--- config.mk ---
export PLATFORM = sky130hd
export DESIGN_NAME = ptc_timing_top
export DESIGN_NICKNAME = d
export VERILOG_FILES = /design/src/rtl/ptc_pkg.sv /design/src/rtl/ptc_pkt_fsm.sv /design/src/rtl/ptc_sample_counter.sv /design/src/rtl/ptc_start_delay.sv /design/src/rtl/ptc_timing_top.sv
export SDC_FILE = /design/constraint.sdc
export NUM_CORES = 1
export LEC_CHECK = 0
export CORE_MARGIN = 8
export CORE_UTILIZATION = 40
export DETAILED_ROUTE_END_ITERATION = 8
export HOLD_SLACK_MARGIN = 0.15
export PLACE_DENSITY = 0.81
export SYNTH_ARGS = -nofsm -noshare
export SYNTH_HDL_FRONTEND = slang
export SYNTH_SLANG_ARGS = --single-unit
--- constraint.sdc ---
create_clock -name clk -period 2.5 [get_ports clk]
set_input_delay 0.5 -clock clk [delete_from_list [all_inputs] [get_ports clk]]
set_output_delay 0.5 -clock clk [all_outputs]
set_load 0.05 [all_outputs]
--- src/rtl/ptc_pkg.sv ---
package ptc_pkg;
  typedef enum logic {
    PKT_IDLE   = 1'b0,
    PKT_TIMING = 1'b1
  } pkt_state_e;
endpackage

--- src/rtl/ptc_pkt_fsm.sv ---
module ptc_pkt_fsm
  import ptc_pkg::*;
(
  input  logic clk,
  input  logic clr,
  input  logic smp_valid,
  input  logic coarse_det,
  input  logic end_pkt,
  input  logic cross_hit,
  output logic active,
  output logic open_evt,
  output logic close_evt,
  output logic first_cross,
  output logic run_evt
);
  pkt_state_e state_q;
  logic       synced_q;

  assign active      = (state_q == PKT_TIMING);
  assign open_evt    = !active && smp_valid && coarse_det;
  assign close_evt   = active && smp_valid && end_pkt;
  assign run_evt     = active && smp_valid && !end_pkt;
  assign first_cross = run_evt && cross_hit && !synced_q;

  always_ff @(posedge clk) begin
    if (clr) begin
      state_q  <= PKT_IDLE;
      synced_q <= 1'b0;
    end else if (open_evt) begin
      state_q  <= PKT_TIMING;
      synced_q <= 1'b0;
    end else if (close_evt) begin
      state_q  <= PKT_IDLE;
    end else if (first_cross) begin
      synced_q <= 1'b1;
    end
  end
endmodule

--- src/rtl/ptc_sample_counter.sv ---
module ptc_sample_counter #(
  parameter int IDX_W = 16
) (
  input  logic             clk,
  input  logic             clr,
  input  logic             start,
  input  logic             load,
  input  logic [IDX_W-1:0] load_val,
  input  logic             step,
  output logic [IDX_W-1:0] idx
);
  localparam logic [IDX_W-1:0] IDX_MAX = {IDX_W{1'b1}};

  logic [IDX_W-1:0] idx_q;

  always_ff @(posedge clk) begin
    if (clr) begin
      idx_q <= '0;
    end else if (start) begin
      idx_q <= '0;
    end else if (load) begin
      idx_q <= load_val;
    end else if (step && (idx_q != IDX_MAX)) begin
      idx_q <= idx_q + 1'b1;
    end
  end

  assign idx = idx_q;
endmodule

--- src/rtl/ptc_start_delay.sv ---
module ptc_start_delay #(
  parameter int DLY_W = 7
) (
  input  logic             clk,
  input  logic             clr,
  input  logic             smp_valid,
  input  logic             start,
  input  logic             cancel,
  input  logic             advance,
  input  logic [DLY_W-1:0] dly_cfg,
  output logic             pulse
);
  logic [DLY_W-1:0] cnt_q;
  logic             armed_q;
  logic             pulse_q;

  always_ff @(posedge clk) begin
    if (clr) begin
      cnt_q   <= '0;
      armed_q <= 1'b0;
      pulse_q <= 1'b0;
    end else if (smp_valid) begin
      pulse_q <= 1'b0;
      if (start) begin
        cnt_q   <= dly_cfg;
        armed_q <= 1'b1;
      end else if (cancel) begin
        armed_q <= 1'b0;
      end else if (advance && armed_q) begin
        if (cnt_q == '0) begin
          pulse_q <= 1'b1;
          armed_q <= 1'b0;
        end else begin
          cnt_q <= cnt_q - 1'b1;
        end
      end
    end
  end

  assign pulse = pulse_q;
endmodule

--- src/rtl/ptc_timing_top.sv ---
module ptc_timing_top #(
  parameter int IDX_W   = 16,
  parameter int THR_W   = 16,
  parameter int DLY_W   = 7,
  parameter int CTL_W   = 32,
  parameter int RST_BIT = 0
) (
  input  logic             clk,
  input  logic             rst,
  input  logic [CTL_W-1:0] ctrl_word,
  input  logic             smp_valid,
  input  logic             coarse_det,
  input  logic             end_pkt,
  input  logic [THR_W-1:0] corr_mag,
  input  logic [THR_W-1:0] cfg_corr_thresh,
  input  logic [IDX_W-1:0] cfg_load_idx,
  input  logic [DLY_W-1:0] cfg_start_dly,
  output logic [IDX_W-1:0] samp_idx,
  output logic             pkt_active,
  output logic             fine_sync,
  output logic             proc_start
);
  logic clr;
  logic cross_hit;
  logic open_evt, close_evt, first_cross, run_evt;
  logic fsync_q;

  assign clr       = rst || ctrl_word[RST_BIT];
  assign cross_hit = (corr_mag > cfg_corr_thresh);

  ptc_pkt_fsm u_fsm (
    .clk        (clk),
    .clr        (clr),
    .smp_valid  (smp_valid),
    .coarse_det (coarse_det),
    .end_pkt    (end_pkt),
    .cross_hit  (cross_hit),
    .active     (pkt_active),
    .open_evt   (open_evt),
    .close_evt  (close_evt),
    .first_cross(first_cross),
    .run_evt    (run_evt)
  );

  ptc_sample_counter #(.IDX_W(IDX_W)) u_cnt (
    .clk     (clk),
    .clr     (clr),
    .start   (open_evt),
    .load    (first_cross),
    .load_val(cfg_load_idx),
    .step    (run_evt),
    .idx     (samp_idx)
  );

  ptc_start_delay #(.DLY_W(DLY_W)) u_dly (
    .clk      (clk),
    .clr      (clr),
    .smp_valid(smp_valid),
    .start    (open_evt),
    .cancel   (close_evt),
    .advance  (run_evt),
    .dly_cfg  (cfg_start_dly),
    .pulse    (proc_start)
  );

  always_ff @(posedge clk) begin
    if (clr) begin
      fsync_q <= 1'b0;
    end else if (smp_valid) begin
      fsync_q <= first_cross;
    end
  end

  assign fine_sync = fsync_q;
endmodule

==> metrics.cfg, run 1 <==
[power]
switching_share_pct=25.6
finalPower_w=0.000949
power_frac_seq_pct=48.1
peakVddDrop_mv=0.292
combPwrFrac_pct=25.6
p_sw_w=0.000243
clkPwrFrac_pct=26.2
p_int_w=0.000706
p_leak_nw=1.16
cellPowerDensity_nw_per_um2=298

[placement]
hpwl_mm=4.95
portBuffers=79
routabilityCongestion=0.910

[routing]
wl_met3_um=387
wl_met1_mm=2.66
drt-initial-drc-count=108
top_layer_used=met4
post_drt_wl_per_cell_um=14.6
first_pass_iters=4
ant_nets=0
routed_wl_mm=6.03
drc=0
num_vias=2176
post_drt_via_cell_ratio=5.26
dr_wl_met2_mm=2.94

[worst_setup_path]
worst-path-buf-inv=3
critPathKind=in2reg
crit_required_ns=2.64
arrival_ns=2.61
crit_slowest_cell=clkdlybuf4s50_1
cp_max_fo=11
crit_family=buffers and inverters
startpoint_type=input port
cpPeakStageDelay_ns=0.45
crit_chain=clkdlybuf4s50_1, inv_1, ha_1, nand4_1, nor4_4, o21ai_2, buf_4, a311oi_1, a211oi_1
end_kind=register

[timing]
relSlewSlack_pct=53.8
hold_viol=0
rsz0062_at_grt=true
period_share_pct=98.7
final_max_slew_viol_count=0
fmax_mhz=405
finalCriticalPeriod_ns=2.47
skew_ns=0.00806
setup_violations=0
tightest_slew_ns=0.691

[final_layout]
insertedDiodeCount=0
drive_gt1_share_pct=10.2
nFillCells=454
multi_input_area_um2=1460
final_util_pct=62.3
area_growth_pct=50.8
regArea_um2=561
final_nets=457

[yosys]
synth_top_area_share_pct=26.5
yosysSeqAreaShare_pct=26.5
synth_seq_cells=28
syn_area_um2=2110
ys_top_cells_by_count=dfxtp_1 (28), nand2_1 (24), ha_1 (19), inv_1 (19), nor2_1 (19)
synth_area_leaders=dfxtp_1 (27%), ha_1 (11%), a211oi_1 (6.4%)
synth.net_count=367
ys.flop_type=dfxtp_1
synth_edf_count=0
ys_warn_count=0
yosysTopAreaCell=dfxtp_1
syn_area_per_cell_um2=8.25
async_flop_share_pct=0
synth_cell_types=43
netlist_instances=256
yosysMostFrequentCell=dfxtp_1

[floorplan]
start_util_pct=41.4
fp.dieW_um=88.7
core_area_um2=5110
pin_count=111
dieHeight_um=88.7
fp.dieArea_um2=7860
row_count=26

[clock_network]
clkSinkCount=28
clk_latency_ns=0.28
numCtsBuffers=3
cts_htree_levels=1
cts-root-buf=clkbuf_8
cts_setup_buffers=0
cts-resized-gates=0
hold_buffers=0
cts_tree=yes
clockBufferDepth=2
clk_pin_slew_ns=0.09

[grt]
gr-usage-all-layers_pct=15.2
grt_pass1_wl_mm=9.63
grt_max_degree=15
grt_pass1_vias=2074
antenna_found_initial=0
grt-ovfl-total=0

[outcome]
status=finished clean

[flow_run]
drv_cap=0

[hold_path]
hold_path.class=reg2reg

## cells in the final DEF, fill, tap and decap left out, types with 2 or more instances in the layout
cell and count:
dfxtp_1 28, o21ai_0 3, xor2_1 7, mux2i_1 6
and3b_1 2, a311oi_1 9, a211oi_2 2, xnor2_1 9
a211oi_1 16, nor2_1 18, clkdlybuf4s50_1 79, nand3_1 9
a21oi_1 11, clkbuf_8 3, ha_1 19, a311oi_2 2
nor3_1 9, buf_4 15, inv_1 19, nand4_1 11
buf_12 3, nand4b_1 3, o211ai_1 4, nand2_1 24
nand3b_1 3, nand2b_1 7, nor4_1 3
## power by group through the flow
stage,Combinational (W),Clock [W],Sequential (W)
2_1_floorplan,0.0000942,0,0.000470
3_3_place_gp,0.000232,0,0.000467
3_5_place_dp,0.000239,0,0.000467
4_1_cts,0.000240,0.000254,0.000457
5_1_grt,0.000268,0.000272,0.000458
6_report,0.000243,0.000249,0.000457
## final timing paths
path                        from            to  slack (ns)  cells past startpoint
max          cfg_corr_thresh[14]  u_cnt.idx[1]        0.03                      9
min                  u_dly.pulse   u_dly.pulse        0.49                      2
max reg2reg         u_cnt.idx[0]  u_cnt.idx[5]        0.36                      6
min reg2reg          u_dly.pulse   u_dly.pulse        0.49                      2
## worst register-to-register path: cells and delay by family, from the launching register on
kind	cells	cell delay [ns]
AOI/OAI and AO/OA	1	0.23
xor gates and xnor gates	1	0.13
adders and majority gates	1	0.29
DFF	1	0.44
and+or+nand+nor	3	0.98
## metal layers
layer | GRT usage (%) | up-vias
met5 | 0 | -
met4 | 2.76 | 0
met3 | 3.44 | 4
met2 | 26.5 | 56
met1 | 18.5 | 984
li1 | - | 1132
## stage by stage
step / instance area, µm² / setup TNS (ns) / instances / hold WS (ns) / setup WS, ns
CTS: 3140 / 0 / 414 / 0.481 / 0.0209
floorplan: 2110 / 0 / 256 / 0.442 / 0.160
finish: 3180 / 0 / 414 / 0.490 / 0.0337
global placement: 3100 / -3.42 / 411 / 0.451 / -0.230
global route: 3180 / -0.0782 / 414 / 0.513 / -0.0638
detailed placement: 3100 / -3.85 / 411 / 0.459 / -0.253
## flip-flops by register name, indices dropped and copies added, names as in the netlist
register	cells
u_dly.armed_q	1
u_fsm.active	1
fine_sync	1
u_fsm.synced_q	1
u_cnt.idx	16
u_dly.pulse	1
u_dly.cnt_q	7
## final cells by class
class | instances | area share (%)
Inverter | 19 | 2.24
Sequential cell | 28 | 17.6
Timing Repair Buffer | 97 | 30.3
Tap cell | 70 | 2.75
Clock buffer | 3 | 1.30
Multi-Input combinational cell | 197 | 45.9
## kinds of logic (layout without fill, tap and decap cells)
| group | Yosys count | count (layout) | synth area share [%] |
|---|---|---|---|
| xor gates and xnor gates | 16 | 16 | 6.64 |
| and+or+nand+nor | 99 | 99 | 25.7 |
| muxes | 6 | 6 | 2.84 |
| AOI/OAI and AO/OA | 57 | 57 | 20.8 |
| DFF | 28 | 28 | 26.5 |
| buffers and inverters | 31 | 119 | 6.28 |
| adders and majority gates | 19 | 19 | 11.3 |
Power figures use the tool's default switching activity.
==> inputs of run 2 (changes only) <==
--- a/config.mk
+++ b/config.mk
@@ -12,4 +12,5 @@
 export PLACE_DENSITY = 0.81
 export SYNTH_ARGS = -nofsm -noshare
 export SYNTH_HDL_FRONTEND = slang
+export SYNTH_HIERARCHICAL = 1
 export SYNTH_SLANG_ARGS = --single-unit
==> constraint.sdc (replaced) <==
create_clock -name clk -period 2.4 [get_ports clk]
set_input_delay 0.48 -clock clk [delete_from_list [all_inputs] [get_ports clk]]
set_output_delay 0.48 -clock clk [all_outputs]
set_load 0.05 [all_outputs]
==> run 2 against run 1 <==
  * Synthesized cell count up 3.9%
  * Clock power increased by 17%
  * Cell area increased by 5.7%
  * First-iteration DRC count up 51%
  * Power up 11%
  * Area after synthesis decreased by 0.30%
  * Critical path type unchanged
  * Largest power group unchanged
==> metrics.cfg, run 2 <==
[final_layout]
layout_common_cells=clkdlybuf4s50_1 (49), dfxtp_1 (28), a21oi_1 (21), nand2_1 (20), buf_4 (18)
drive_gt1_share_pct=28.2
insertedDiodeCount=0
nFillCells=430
final_nets=474
layout_commonest_cell=clkdlybuf4s50_1
fin_area_um2=3370
largest_reg_flops=16
area_growth_pct=59.8

[worst_setup_path]
worstReg2RegStart=u_cnt/idx[9]
startpoint_type=input port
ff2ff_setup_slack_ns=0.45
crit_required_ns=2.57
critPathKind=in2reg
r2r-end=u_cnt/idx[7]
cp_max_fo=3
reg2reg_depth=4
arrival_ns=2.50
startpoint=cfg_corr_thresh[9]
end_kind=register
endpoint=u_cnt/idx[9]

[routing]
ant_nets=0
drc=0
drt-initial-drc-count=163
post_drt_wl_per_cell_um=16.6
first_pass_iters=4
routed_wl_mm=7.16
post_drt_via_cell_ratio=5.74
num_vias=2481

[yosys]
synth_top_area_share_pct=26.6
syn_area_per_cell_um2=7.92
synth_area_leaders=dfxtp_1 (27%), ha_1 (11%), a21oi_1 (5.5%)
yosysTopAreaCell=dfxtp_1
ys_warn_count=6
yosysMostFrequentCell=dfxtp_1
ys.flop_type=dfxtp_1
netlist_instances=266
ys_top_cells_by_count=dfxtp_1 (28), inv_1 (24), a21oi_1 (23), nand2_1 (23), ha_1 (19)
synth.net_count=377
synth_seq_cells=28
synth_cell_types=60
yosysSeqAreaShare_pct=26.6
synth_edf_count=0
syn_area_um2=2110
async_flop_share_pct=0

[clock_network]
clk_pin_slew_ns=0.09
hold_buffers=0
clkSinkCount=28
clockBufferDepth=2
numCtsBuffers=3
cts-root-buf=clkbuf_8
clk_latency_ns=0.27
cts_htree_levels=1
cts_tree=yes

[timing]
finalCriticalPeriod_ns=2.33
relSlewSlack_pct=53.3
period_share_pct=97.2
skew_ns=0.00250
fmax_mhz=429
setup_ws_ns=0.0675
hold_viol=0
tightest_slew_ns=0.695
setup_violations=0
final_max_slew_viol_count=0

[grt]
grt-ovfl-total=0
grt_max_degree=18
antenna_found_initial=0
gr-usage-all-layers_pct=17.5
grt_pass1_vias=2374
grt_pass1_wl_mm=11.1

[hold_path]
hold_path.class=reg2reg

[floorplan]
fp.dieArea_um2=7840
pin_count=111
dieHeight_um=88.6
core_area_um2=5110
row_count=26
start_util_pct=41.2
fp.dieW_um=88.6

[power]
cellPowerDensity_nw_per_um2=313
peakVddDrop_mv=0.310
p_leak_nw=1.31

[placement]
dpl_cell_area_um2=3140
dp_worst_setup_slack_ns=-0.625
routabilityCongestion=0.911
portBuffers=79
hpwl_mm=5.25

[flow_run]
drv_cap=0

[outcome]
status=finished clean

## run 2: logic make-up after synthesis
kind of cell,count (synthesis),share of synthesized area [%]
AO/OA/AOI/OAI,81,26.1
XOR/XNOR,1,0.416
adder cells (fa/ha/maj),19,11.3
buffers and inverters,33,6.42
flip-flops,28,26.6
multiplexers,4,1.90
AND/OR/NAND/NOR,100,27.2
## run 2: per-layer routing
layer	up-vias	part of all wire, %	track usage, %
li1	1203	-	-
met1	1168	42	21.2
met2	98	49	29.7
met3	12	7.0	3.62
met4	0	1.9	5.99
met5	-	0	0
## run 2: repair_timing
| action | in CTS | in global routing |
|---|---|---|
| setup buffers | 2 | 2 |
| gates cloned | 1 | 0 |
| pin swaps | 23 | 20 |
| endpoints found under the setup margin | 17 | 17 |
| resized for setup | 65 | 58 |
## run 2: final cells by class
| cell class | instances | area (µm²) | area share (%) |
|---|---|---|---|
| clock buffer | 4 | 55.1 | 1.64 |
| inverter | 24 | 95.1 | 2.83 |
| multi-input combinational | 205 | 1680 | 49.9 |
| sequential | 28 | 561 | 16.7 |
| tap | 70 | 87.6 | 2.60 |
| timing repair buffer | 101 | 887 | 26.4 |
## run 2: worst max-delay path: stages
cell,delay [ns]
clkbuf_2,0.10
inv_4,0.04
ha_4,0.23
nand4_1,0.16
buf_4,0.14
nor2_1,0.03
a221o_1,0.29
o31a_1,0.24
nand4b_1,0.14
nor2_2,0.08
inv_2,0.08
buf_6,0.12
nand2_4,0.05
nor4_4,0.24
nor3b_2,0.07
## run 2: worst min-delay path by stage
stage	start	slack [ns]	end	cells after the start
after floorplan	u_fsm/synced_q	0.45	u_fsm/synced_q	2
after global placement	u_dly/pulse	0.44	u_dly/pulse	2
after detailed placement	u_dly/pulse	0.45	u_dly/pulse	2
after CTS	u_dly/pulse	0.48	u_dly/pulse	2
after global routing	u_fsm/synced_q	0.50	u_fsm/synced_q	2
final	u_dly/pulse	0.47	u_dly/pulse	2
## run 2: power breakdown
group	internal, W	switching, W
Clock	0.000147	0.000144
Sequential	0.000468	0.00000486
Combinational	0.000163	0.000128
Total	0.000778	0.000277
## run 2: through the flow
stage	hold slack, ns	cells	utilization (%)	total power (W)	setup TNS, ns
global placement	0.443	423	61.5	0.000730	-8.53
floorplan	0.453	266	-	0.000594	0
CTS	0.476	430	65.0	0.00104	0
detailed placement	0.452	423	61.5	0.000736	-9.77
global route	0.498	432	65.9	0.00111	-0.205
finish	0.472	432	65.9	0.00105	0
